`config.mk`:
```
export PLATFORM = sky130hd
export DESIGN_NAME = tcc_top
export DESIGN_NICKNAME = d
export VERILOG_FILES = /design/src/rtl/tcc_pkg.sv /design/src/rtl/tcc_prescale.sv /design/src/rtl/tcc_lane.sv /design/src/rtl/tcc_ctl.sv /design/src/rtl/tcc_top.sv
export SDC_FILE = /design/constraint.sdc
export NUM_CORES = 1
export LEC_CHECK = 0
export ABC_AREA = 1
export BUFFER_PORTS_ARGS = -buffer_cell sky130_fd_sc_hd__buf_4
export CAP_MARGIN = 20
export CORE_MARGIN = 5
export CORE_UTILIZATION = 65
export CTS_CLUSTER_DIAMETER = 150
export DETAILED_ROUTE_END_ITERATION = 7
export GPL_ROUTABILITY_DRIVEN = 1
export PLACE_DENSITY = 0.95
export SKIP_LAST_GASP = 1
export SLEW_MARGIN = 20
export SYNTH_ARGS = -nofsm -noshare
export SYNTH_HDL_FRONTEND = slang
export SYNTH_SLANG_ARGS = --single-unit
export TNS_END_PERCENT = 100
```
`constraint.sdc`:
```
create_clock -name clk -period 4.3 [get_ports clk]
set_input_delay 0.215 -clock clk [delete_from_list [all_inputs] [get_ports clk]]
set_output_delay 0.215 -clock clk [all_outputs]
set_load 0.005 [all_outputs]
```
`src/rtl/tcc_pkg.sv`:
```
// Shared field positions and the per-lane control record for the count core.
package tcc_pkg;

    localparam int PRE_W    = 8;
    localparam int FLD_W    = 13;
    localparam int B_DOWN   = 0;
    localparam int B_STOP   = 1;
    localparam int B_HALT   = 2;
    localparam int B_CLEAR  = 3;
    localparam int B_BIDIR  = 4;
    localparam int B_PRE_LO = 5;

    typedef struct packed {
        logic [PRE_W-1:0] pre;
        logic             bidir;
        logic             halt;
        logic             stop;
        logic             down;
    } lane_ctl_t;

    localparam lane_ctl_t LANE_CTL_RST = '{pre: '0, bidir: 1'b0, halt: 1'b1, stop: 1'b0, down: 1'b0};

    // Extract the stored fields of one control halfword (CLEAR is not stored).
    function automatic lane_ctl_t unpack_ctl(input logic [FLD_W-1:0] f);
        lane_ctl_t r;
        r.pre   = f[B_PRE_LO +: PRE_W];
        r.bidir = f[B_BIDIR];
        r.halt  = f[B_HALT];
        r.stop  = f[B_STOP];
        r.down  = f[B_DOWN];
        return r;
    endfunction

endpackage

```
`src/rtl/tcc_prescale.sv`:
```
// Clock divider for one lane.
// Emits a one-cycle tick every pre_i+1 cycles while run_i is high.
// Assumes clr_i zeroes the divider and suppresses the tick in that cycle.
module tcc_prescale #(
    parameter int PW = 8
) (
    input  logic          clk,
    input  logic          rst_n,
    input  logic          run_i,
    input  logic          clr_i,
    input  logic [PW-1:0] pre_i,
    output logic          tick_o
);

    logic [PW-1:0] div_q;

    // Tick when the divider has reached the prescale value.
    assign tick_o = run_i && !clr_i && (div_q >= pre_i);

    // Advance or restart the divider.
    always_ff @(posedge clk) begin
        if (!rst_n) begin
            div_q <= '0;
        end else if (clr_i) begin
            div_q <= '0;
        end else if (run_i) begin
            if (div_q >= pre_i) div_q <= '0;
            else                div_q <= div_q + 1'b1;
        end
    end

    // a nonzero prescale never yields ticks on back-to-back cycles.
    a_r2_tick_gap: assert property (@(posedge clk) disable iff (!rst_n)
        (tick_o && pre_i != '0) |=> (!tick_o || pre_i == '0));

endmodule

```
`src/rtl/tcc_lane.sv`:
```
// One counting lane: prescaler plus an up, down or triangle counter.
// Assumes the limit is at least 1 when triangle counting is used.
// NARROW_W sets the lane width used when narrow_i is high.
module tcc_lane
    import tcc_pkg::*;
#(
    parameter int W        = 32,
    parameter int NARROW_W = 16
) (
    input  logic          clk,
    input  logic          rst_n,
    input  logic          en_i,
    input  logic          narrow_i,
    input  lane_ctl_t     ctl_i,
    input  logic          clr_i,
    input  logic          autolim_i,
    input  logic [W-1:0]  match_i,
    output logic [W-1:0]  cnt_o,
    output logic          tick_o,
    output logic          limit_o,
    output logic          dir_o
);

    localparam logic [W-1:0] FULL       = '1;
    localparam logic [W-1:0] NARROW_TOP = FULL >> (W - NARROW_W);

    logic [W-1:0] cnt_q, nxt, top, lim;
    logic         run, tick, wrap, flip, lim_q, bdir_q;

    assign run = en_i && !ctl_i.stop && !ctl_i.halt;
    assign top = narrow_i ? NARROW_TOP : FULL;
    assign lim = autolim_i ? (match_i & top) : top;

    tcc_prescale #(.PW(PRE_W)) u_pre (
        .clk    (clk),
        .rst_n  (rst_n),
        .run_i  (run),
        .clr_i  (clr_i),
        .pre_i  (ctl_i.pre),
        .tick_o (tick)
    );

    // Next count value, wrap pulse request and direction flip.
    always_comb begin
        nxt  = cnt_q;
        wrap = 1'b0;
        flip = 1'b0;
        if (ctl_i.bidir) begin
            if (!bdir_q) begin
                if (cnt_q >= lim) begin
                    nxt  = (cnt_q == '0) ? '0 : cnt_q - 1'b1;
                    flip = 1'b1;
                    wrap = 1'b1;
                end else begin
                    nxt = cnt_q + 1'b1;
                end
            end else begin
                if (cnt_q == '0) begin
                    nxt  = (lim == '0) ? '0 : {{(W-1){1'b0}}, 1'b1};
                    flip = 1'b1;
                end else begin
                    nxt = cnt_q - 1'b1;
                end
            end
        end else if (ctl_i.down) begin
            if (cnt_q == '0) begin
                nxt  = lim;
                wrap = 1'b1;
            end else begin
                nxt = (cnt_q - 1'b1) & top;
            end
        end else begin
            if (cnt_q == lim) begin
                nxt  = '0;
                wrap = 1'b1;
            end else begin
                nxt = (cnt_q + 1'b1) & top;
            end
        end
    end

    // Count, limit pulse and triangle direction registers.
    always_ff @(posedge clk) begin
        if (!rst_n) begin
            cnt_q  <= '0;
            lim_q  <= 1'b0;
            bdir_q <= 1'b0;
        end else if (clr_i) begin
            cnt_q  <= '0;
            lim_q  <= 1'b0;
            bdir_q <= 1'b0;
        end else if (tick) begin
            cnt_q  <= nxt;
            lim_q  <= wrap;
            if (flip) bdir_q <= ~bdir_q;
        end else begin
            lim_q  <= 1'b0;
        end
    end

    assign cnt_o   = cnt_q;
    assign tick_o  = tick;
    assign limit_o = lim_q;
    assign dir_o   = ctl_i.bidir ? bdir_q : ctl_i.down;

    // a frozen lane keeps its count.
    a_r4_frozen_hold: assert property (@(posedge clk) disable iff (!rst_n)
        (!run && !clr_i) |=> $stable(cnt_q));

    // auto-limit returns an up counter to zero after equality.
    a_r8_autolimit_wrap: assert property (@(posedge clk) disable iff (!rst_n)
        (tick && autolim_i && !ctl_i.bidir && !ctl_i.down && cnt_q == lim) |=> (cnt_q == '0));

    // in plain up counting the pulse coincides with the zero count.
    a_r12_pulse_at_zero: assert property (@(posedge clk) disable iff (!rst_n)
        (limit_o && $stable(ctl_i) && !ctl_i.bidir && !ctl_i.down) |-> (cnt_q == '0));

    // no tick while the lane is frozen.
    a_r13_no_tick_frozen: assert property (@(posedge clk) disable iff (!rst_n)
        !run |-> !tick_o);

endmodule

```
`src/rtl/tcc_ctl.sv`:
```
// Control word store for both lanes.
// Unified mode writes only the low half; split mode writes both halves.
// A change of the mode input sets HALT in both halves and clears both lanes.
module tcc_ctl
    import tcc_pkg::*;
#(
    parameter int DW     = 32,
    parameter int HALF_W = DW / 2
) (
    input  logic          clk,
    input  logic          rst_n,
    input  logic          unified_i,
    input  logic          wr_i,
    input  logic [DW-1:0] wdata_i,
    output lane_ctl_t     ctl_lo_o,
    output lane_ctl_t     ctl_hi_o,
    output logic          clr_lo_o,
    output logic          clr_hi_o
);

    lane_ctl_t   lo_q, hi_q;
    logic        uni_q, chg, wr_hi;
    logic        unused_wbits;

    assign chg          = unified_i ^ uni_q;
    assign wr_hi        = wr_i && !unified_i;
    assign clr_lo_o     = chg || (wr_i && wdata_i[B_CLEAR]);
    assign clr_hi_o     = chg || (wr_hi && wdata_i[HALF_W + B_CLEAR]);
    assign unused_wbits = ^{wdata_i[HALF_W-1:FLD_W], wdata_i[DW-1:HALF_W+FLD_W]};

    // Hold the control fields and track the mode input.
    always_ff @(posedge clk) begin
        if (!rst_n) begin
            lo_q  <= LANE_CTL_RST;
            hi_q  <= LANE_CTL_RST;
            uni_q <= unified_i;
        end else begin
            uni_q <= unified_i;
            if (chg) begin
                lo_q.halt <= 1'b1;
                hi_q.halt <= 1'b1;
            end else begin
                if (wr_i)  lo_q <= unpack_ctl(wdata_i[FLD_W-1:0]);
                if (wr_hi) hi_q <= unpack_ctl(wdata_i[HALF_W +: FLD_W]);
            end
        end
    end

    assign ctl_lo_o = lo_q;
    assign ctl_hi_o = hi_q;

    // a mode change leaves both halves halted.
    a_r11_halt_on_switch: assert property (@(posedge clk) disable iff (!rst_n)
        chg |=> (lo_q.halt && hi_q.halt));

endmodule

```
`src/rtl/tcc_top.sv`:
```
// Timer count core: control word, two prescaled lanes and mode muxing.
// Unified mode uses the low lane at full width; split mode narrows it
// to HALF_W and enables the high lane.
module tcc_top
    import tcc_pkg::*;
#(
    parameter int CNT_W = 32
) (
    input  logic              clk,
    input  logic              rst_n,
    input  logic              cfg_unified,
    input  logic              cfg_autolim,
    input  logic [CNT_W-1:0]  match0,
    input  logic              ctl_wr,
    input  logic [CNT_W-1:0]  ctl_wdata,
    output logic [CNT_W-1:0]  ctl_rdata,
    output logic [CNT_W-1:0]  count_o,
    output logic [1:0]        tick_o,
    output logic [1:0]        limit_o
);

    localparam int HALF_W = CNT_W / 2;
    localparam int PAD_W  = HALF_W - FLD_W;

    lane_ctl_t          ctl_lo, ctl_hi;
    logic               clr_lo, clr_hi;
    logic [CNT_W-1:0]   cnt_lo;
    logic [HALF_W-1:0]  cnt_hi;
    logic               dir_lo, dir_hi;

    tcc_ctl #(.DW(CNT_W)) u_ctl (
        .clk       (clk),
        .rst_n     (rst_n),
        .unified_i (cfg_unified),
        .wr_i      (ctl_wr),
        .wdata_i   (ctl_wdata),
        .ctl_lo_o  (ctl_lo),
        .ctl_hi_o  (ctl_hi),
        .clr_lo_o  (clr_lo),
        .clr_hi_o  (clr_hi)
    );

    tcc_lane #(.W(CNT_W), .NARROW_W(HALF_W)) u_lane_lo (
        .clk       (clk),
        .rst_n     (rst_n),
        .en_i      (1'b1),
        .narrow_i  (!cfg_unified),
        .ctl_i     (ctl_lo),
        .clr_i     (clr_lo),
        .autolim_i (cfg_autolim),
        .match_i   (match0),
        .cnt_o     (cnt_lo),
        .tick_o    (tick_o[0]),
        .limit_o   (limit_o[0]),
        .dir_o     (dir_lo)
    );

    tcc_lane #(.W(HALF_W), .NARROW_W(HALF_W)) u_lane_hi (
        .clk       (clk),
        .rst_n     (rst_n),
        .en_i      (!cfg_unified),
        .narrow_i  (1'b1),
        .ctl_i     (ctl_hi),
        .clr_i     (clr_hi),
        .autolim_i (cfg_autolim),
        .match_i   (match0[CNT_W-1:HALF_W]),
        .cnt_o     (cnt_hi),
        .tick_o    (tick_o[1]),
        .limit_o   (limit_o[1]),
        .dir_o     (dir_hi)
    );

    // Select the visible count for the current mode.
    always_comb begin
        if (cfg_unified) count_o = cnt_lo;
        else             count_o = {cnt_hi, cnt_lo[HALF_W-1:0]};
    end

    // Rebuild the readback word; CLEAR reads as zero, bit 0 shows direction.
    always_comb begin
        ctl_rdata = {{PAD_W{1'b0}}, ctl_hi.pre, ctl_hi.bidir, 1'b0, ctl_hi.halt, ctl_hi.stop, dir_hi,
                     {PAD_W{1'b0}}, ctl_lo.pre, ctl_lo.bidir, 1'b0, ctl_lo.halt, ctl_lo.stop, dir_lo};
    end

    // a clear strobe zeroes the low lane at the next edge.
    a_r5_clear_zeroes: assert property (@(posedge clk) disable iff (!rst_n)
        (ctl_wr && ctl_wdata[B_CLEAR]) |=> (count_o[HALF_W-1:0] == '0));

    // after a mode change the count reads zero.
    a_r11_switch_clears: assert property (@(posedge clk) disable iff (!rst_n)
        (cfg_unified != $past(cfg_unified)) |=> (count_o == '0));

endmodule

```
==> flow_summary.ini, run 1 <==
[synthesis]
yosysTopAreaCell = nand2_1
yosysMostFrequentCell = nand2_1
synthMuxAreaShare_pct = 0.0899
synth-compound-area-share_pct = 12.0
synth_enable_flop_cells = 0
synth_cells = 1952
ys_seq_area_share_pct = 16.7
yosysWarnings = 0
synthFlopType = dfxtp_1
postSynthAreaPerCell_sq_um = 5.70
synth_top_family_by_area = simple AND/OR/NAND/NOR gates
synth_top_area_share_pct = 19.9
synthAdderAreaFrac_pct = 8.09
mappedNetlistArea_sq_um = 11100
synth_simple_gate_area_share_pct = 44.8
async_flop_share_pct = 0
synthXorXnorAreaFrac_pct = 3.86
synth-seq-cells = 93
synthTopCellsByCount = nand2_1 (589), nor2_1 (214), nand3_1 (189), inv_1 (186), a21oi_1 (120)
ys_types = 49
yosys-top-cells-area = nand2_1 (20%), dfxtp_1 (17%), nand3_1 (8.5%), ha_1 (8.1%), nor2_1 (7.2%)

[worst_setup_path]
slowest_stage = nand3_2
cp_max_fo = 33
critPathCaptureType = register
crit_top_cell = nand2_1
worstPathRequired_ps = 4560
path_class = in2reg
slowest_delay_ps = 630
critPathLaunchType = primary input
cp_cell_sequence = buf_4, inv_1, buf_4, nor2_1, inv_1, nand2_1, ha_1, nand2_1, nor2_1, nand2_1, nor2_1, nand2_1, nand2_1, nor2_2, nand3_2, inv_2, nand2_1, nand3_1, a21oi_1
worstPathArrival_ps = 3580

[timing]
setup-violations-final = 0
drv_slew = 0
tightest_slew_ps = 833
fin_tns_setup_ps = 0
fin_skew_ps = 12.5
hold_violations = 0
period_share_pct = 77.3
max_freq_ghz = 0.301
slew_headroom_pct = 44.4
min_period_ps = 3330
rsz0062_at_grt = no

[grt]
antenna_found_initial = 0
grt_pass1_vias = 12600
grt_use_total_pct = 37.7
grt_pass1_wl_mm = 61.6
grt_max_degree = 51
gr-total-overflow = 0

[layout]
antenna_cells = 0
syn_to_final_growth_pct = 6.94
finalNetCount = 2102
layout-drive-gt1-share_pct = 11.4

[power]
p_total_w = 0.00241
power.combinational.fraction_pct = 26.1
p_leak_nw = 5.93
power_density_nw_per_um2 = 203
p_seq_share_pct = 37.4
intPower_w = 0.00151
p_sw_w = 0.000906
clkPwrFrac_pct = 36.5
peakVddDrop_v = 0.000208
p_sw_share_pct = 37.5

[floorplan]
die_area_sq_um = 19800
rows = 47
ios = 137
start_util_pct = 66.6
die_height_um = 141
core-area_sq_um = 16700
die_w_um = 141

[detailed_routing]
wl_met1_mm = 13.8
met2WireLength_mm = 17.6
final_antenna_net_count = 0
routed_wl_mm = 39.0
top_layer = met4
wl_per_cell_um = 17.8
num_vias = 13400
drc = 0
wl_met3_mm = 4.81
routed_via_density = 6.14
drt_iter0_drc = 1510
firstDrtPassIters = 8

[clocking]
clk_latency_ps = 370
hold_buffers = 0
cts_root_buffer = clkbuf_16
ctsResizeCount = 0
cts_sinks = 93
cts_setup_buffers = 0
numCtsBuffers = 9
cts.clk_slew.worst_paths_ps = 80
cts-htree-levels = 3
cts_buffer_depth = 2
cts_tree = yes

[placement]
dp_hpwl_mm = 28.5
gp_congestion = 1.05
io_buffers = 122

[run_status]
status = finished, final reports clean

[run]
cap_violations = 0

[min_path]
min_path_type = in2reg
placed cells by master, fill, tap and decap left out, types with 8 or more instances in the layout:
master / n
a21oi_1: 120
buf_4: 136
clkbuf_16: 9
conb_1: 8
dfxtp_1: 93
ha_1: 72
inv_1: 186
nand2_1: 589
nand2_2: 9
nand3_1: 189
nand4_1: 61
nor2_1: 214
nor2_2: 18
nor2_4: 10
nor3_1: 12
o21ai_0: 93
o21ai_1: 25
or2_2: 10
xor2_1: 44
path summary, 6_finish.rpt:
check | start | endpoint | slack [ps] | cells after the start
min | ctl_wdata[2] | u_ctl.ctl_lo_o[2] | 70 | 3
max reg2reg | u_lane_lo.cnt_o[27] | u_lane_lo.cnt_o[7] | 1080 | 13
min reg2reg | u_ctl.ctl_hi_o[8] | u_ctl.ctl_hi_o[8] | 490 | 2
max | cfg_autolim | u_lane_lo.cnt_o[7] | 970 | 19
metrics by stage:
step                      hold slack, ps  cell area (sq um)  utilization [%]  worst slack, ps  cells
after floorplan                      243              11200                -             1960   1959
after global placement               440              11600             69.4              826   2170
after detailed placement             445              11600             69.4              716   2170
after CTS                           71.2              11900             71.3             1060   2186
after global routing                66.2              11900             71.3              761   2186
final                               71.5              11900             71.3              974   2186
power by group through the flow:
stage          registers [W]  logic [W]  clock network [W]
3_3_place_gp        0.000920   0.000588                  0
5_1_grt             0.000904   0.000691           0.000922
3_5_place_dp        0.000920   0.000605                  0
2_1_floorplan       0.000907   0.000444                  0
4_1_cts             0.000900   0.000610           0.000878
6_report            0.000902   0.000631           0.000881
worst max-delay path, delay by kind of cell:
kind                     cells  cell delay (ps)
AND/OR/NAND/NOR             12             1710
buffers and inverters        5             1200
adder cells (fa/ha/maj)      1              360
AO/OA/AOI/OAI                1               70
cells by family (layout without fill, tap and decap cells):
kind of cell    Yosys count  count (layout)
fa+ha+maj                72              72
xor+xnor                 49              49
buf+inv                 343             350
mux                       1               1
simple gates           1137            1137
other cells               1               8
compound gates          256             256
flops                    93              93
state kept, by name, summed over array words and instances (netlist names), 8 cells and up:
| name | flops |
|---|---|
| u_lane_hi.u_pre.div_q | 8 |
| u_lane_lo.cnt_o | 32 |
| u_lane_hi.cnt_o | 16 |
| u_ctl.ctl_lo_o | 12 |
| u_ctl.ctl_hi_o | 12 |
| u_lane_lo.u_pre.div_q | 8 |
layer usage:
| metal | GRT usage (%) | vias up |
|---|---|---|
| met4 | 22.6 | 0 |
| li1 | - | 6271 |
| met2 | 62.0 | 981 |
| met5 | 0 | - |
| met3 | 7.82 | 253 |
| met1 | 45.3 | 5920 |
cell type report:
type                    count  area [sq um]
inverters                 198           744
clock buffers               9           225
flip-flops and latches     93          1860
multi-input cells        1523          7680
fillers                  1480          4800
clock inverters             7          88.8
well taps                 220           275
repair buffers            136          1020
(Power assumes the default switching activity.)
==> run 2: changes to the inputs <==
--- a/config.mk
+++ b/config.mk
@@ -9,11 +9,11 @@
 export BUFFER_PORTS_ARGS = -buffer_cell sky130_fd_sc_hd__buf_4
 export CAP_MARGIN = 20
 export CORE_MARGIN = 5
-export CORE_UTILIZATION = 65
+export CORE_UTILIZATION = 61
 export CTS_CLUSTER_DIAMETER = 150
 export DETAILED_ROUTE_END_ITERATION = 7
 export GPL_ROUTABILITY_DRIVEN = 1
-export PLACE_DENSITY = 0.95
+export PLACE_DENSITY = 0.91
 export SKIP_LAST_GASP = 1
 export SLEW_MARGIN = 20
 export SYNTH_ARGS = -nofsm -noshare
==> constraint.sdc (replaced) <==
create_clock -name clk -period 3.1 [get_ports clk]
set_input_delay 0.155 -clock clk [delete_from_list [all_inputs] [get_ports clk]]
set_output_delay 0.155 -clock clk [all_outputs]
set_load 0.005 [all_outputs]
==> flow_summary.ini, run 2 (synthesis results as in run 1) <==
[detailed_routing]
drc = 0
routed_via_density = 5.97
final_antenna_net_count = 0
firstDrtPassIters = 6
wl_per_cell_um = 18.5
routed_wl_mm = 41.2
drt_iter0_drc = 1400
num_vias = 13300

[timing]
tightest_slew_ps = 785
fin_hold_ws_ps = 10.3
drv_slew = 0
worst_slack_ps = 389
rsz0062_at_grt = no
setup-violations-final = 0
max_freq_ghz = 0.369
hold_violations = 0
slew_headroom_pct = 47.6
period_share_pct = 87.5
fin_tns_setup_ps = 0
min_period_ps = 2710
fin_skew_ps = 15.2

[clocking]
cts_buffer_depth = 2
cts_sinks = 93
cts_root_buffer = clkbuf_16
clk_latency_ps = 370
cts-htree-levels = 3
numCtsBuffers = 9
cts.clk_slew.worst_paths_ps = 80
ctsResizeCount = 0
hold_buffers = 1
cts_setup_buffers = 0
cts_tree = yes

[layout]
finalNetCount = 2134
final-seq-area_sq_um = 1860
syn_to_final_growth_pct = 9.26
antenna_cells = 0
multi_input_area_sq_um = 7680
layout_common_cells = nand2_1 (589), nor2_1 (214), nand3_1 (189)
largest_reg_flops = 32
fillers = 1734
layout-drive-gt1-share_pct = 12.8
final_cell_area_sq_um = 12200
final_core_util_pct = 67.7
final_common_cell = nand2_1

[placement]
gp_congestion = 1.01
pre_cts_ws_ps = 289
postPlaceCellArea_sq_um = 11800
io_buffers = 122
dp_hpwl_mm = 31.3

[floorplan]
core-area_sq_um = 18000
rows = 49
start_util_pct = 62.0
die_area_sq_um = 21000
ios = 137
die_height_um = 145
die_w_um = 145

[worst_setup_path]
critPathLaunchType = register
worstPathArrival_ps = 3000
worstPathRequired_ps = 3390
path_class = reg2reg
critPathCaptureType = register
cp_max_fo = 9

[power]
peakVddDrop_v = 0.000274
power_density_nw_per_um2 = 277
p_leak_nw = 6.10

[grt]
grt_use_total_pct = 37.2
grt_pass1_vias = 12700
gr-total-overflow = 0
antenna_found_initial = 0
grt_pass1_wl_mm = 65.0
grt_max_degree = 35

[min_path]
min_path_type = in2reg

[run]
cap_violations = 0

[run_status]
status = finished, final reports clean
## run 2: cell types whose count changed in the layout (fill, tap and decap cells not counted), sizes merged
| cell | before | now |
|---|---|---|
| buf | 136 | 167 |
| dlygate4sd3 | 0 | 1 |
| clkinv | 9 | 7 |
| inv | 196 | 198 |
## run 2: routing by layer
| metal | track usage, % | vias to the layer above | routed length, um |
|---|---|---|---|
| met3 | 8.14 | 183 | 4450 |
| li1 | - | 6344 | - |
| met1 | 45.2 | 5905 | 15200 |
| met2 | 62.1 | 858 | 19200 |
| met4 | 18.7 | 0 | 2340 |
| met5 | 0 | - | 0 |
## run 2: worst paths after layout
path	start	to	slack, ps	depth (start not counted)
max reg2reg	u_lane_lo.cnt_o[9]	u_lane_lo.bdir_q	390	14
min	ctl_wdata[21]	u_ctl.ctl_hi_o[4]	10	3
max	u_lane_lo.cnt_o[9]	u_lane_lo.bdir_q	390	14
min reg2reg	u_ctl.ctl_hi_o[11]	u_ctl.ctl_hi_o[11]	480	2
## run 2: power breakdown
group	internal, W	leakage, nW	total, W	switching, W
Sequential	0.00122	0.753	0.00124	0.0000222
Clock	0.000584	0.152	0.00122	0.000635
Combinational	0.000309	5.20	0.000907	0.000598
Total	0.00211	6.10	0.00337	0.00126
## run 2: per-stage QoR
stage / cells / total power, W
final: 2227 / 0.00337
after global routing: 2227 / 0.00351
after CTS: 2227 / 0.00335
after detailed placement: 2210 / 0.00214
after global placement: 2210 / 0.00212
after floorplan: 1959 / 0.00188
## run 2: worst max-delay path, cell delays in order, from the launching register on
cell	delay [ps]
dfxtp_1	740
ha_1	260
nand2_1	60
nor2_1	90
nand2_1	80
nor2_1	260
nand2_1	170
nand2_1	110
nor2_2	50
buf_4	180
nand2_1	90
nand2_1	80
o21ai_0	230
nand2_1	80
a21oi_1	150
## run 2: cell type report
cell class	instances	area share, %
clock inverters	7	0.669
well taps	229	2.36
multi-input cells	1523	63.2
flip-flops and latches	93	15.3
inverters	198	6.12
clock buffers	9	1.85
repair buffers	168	10.5
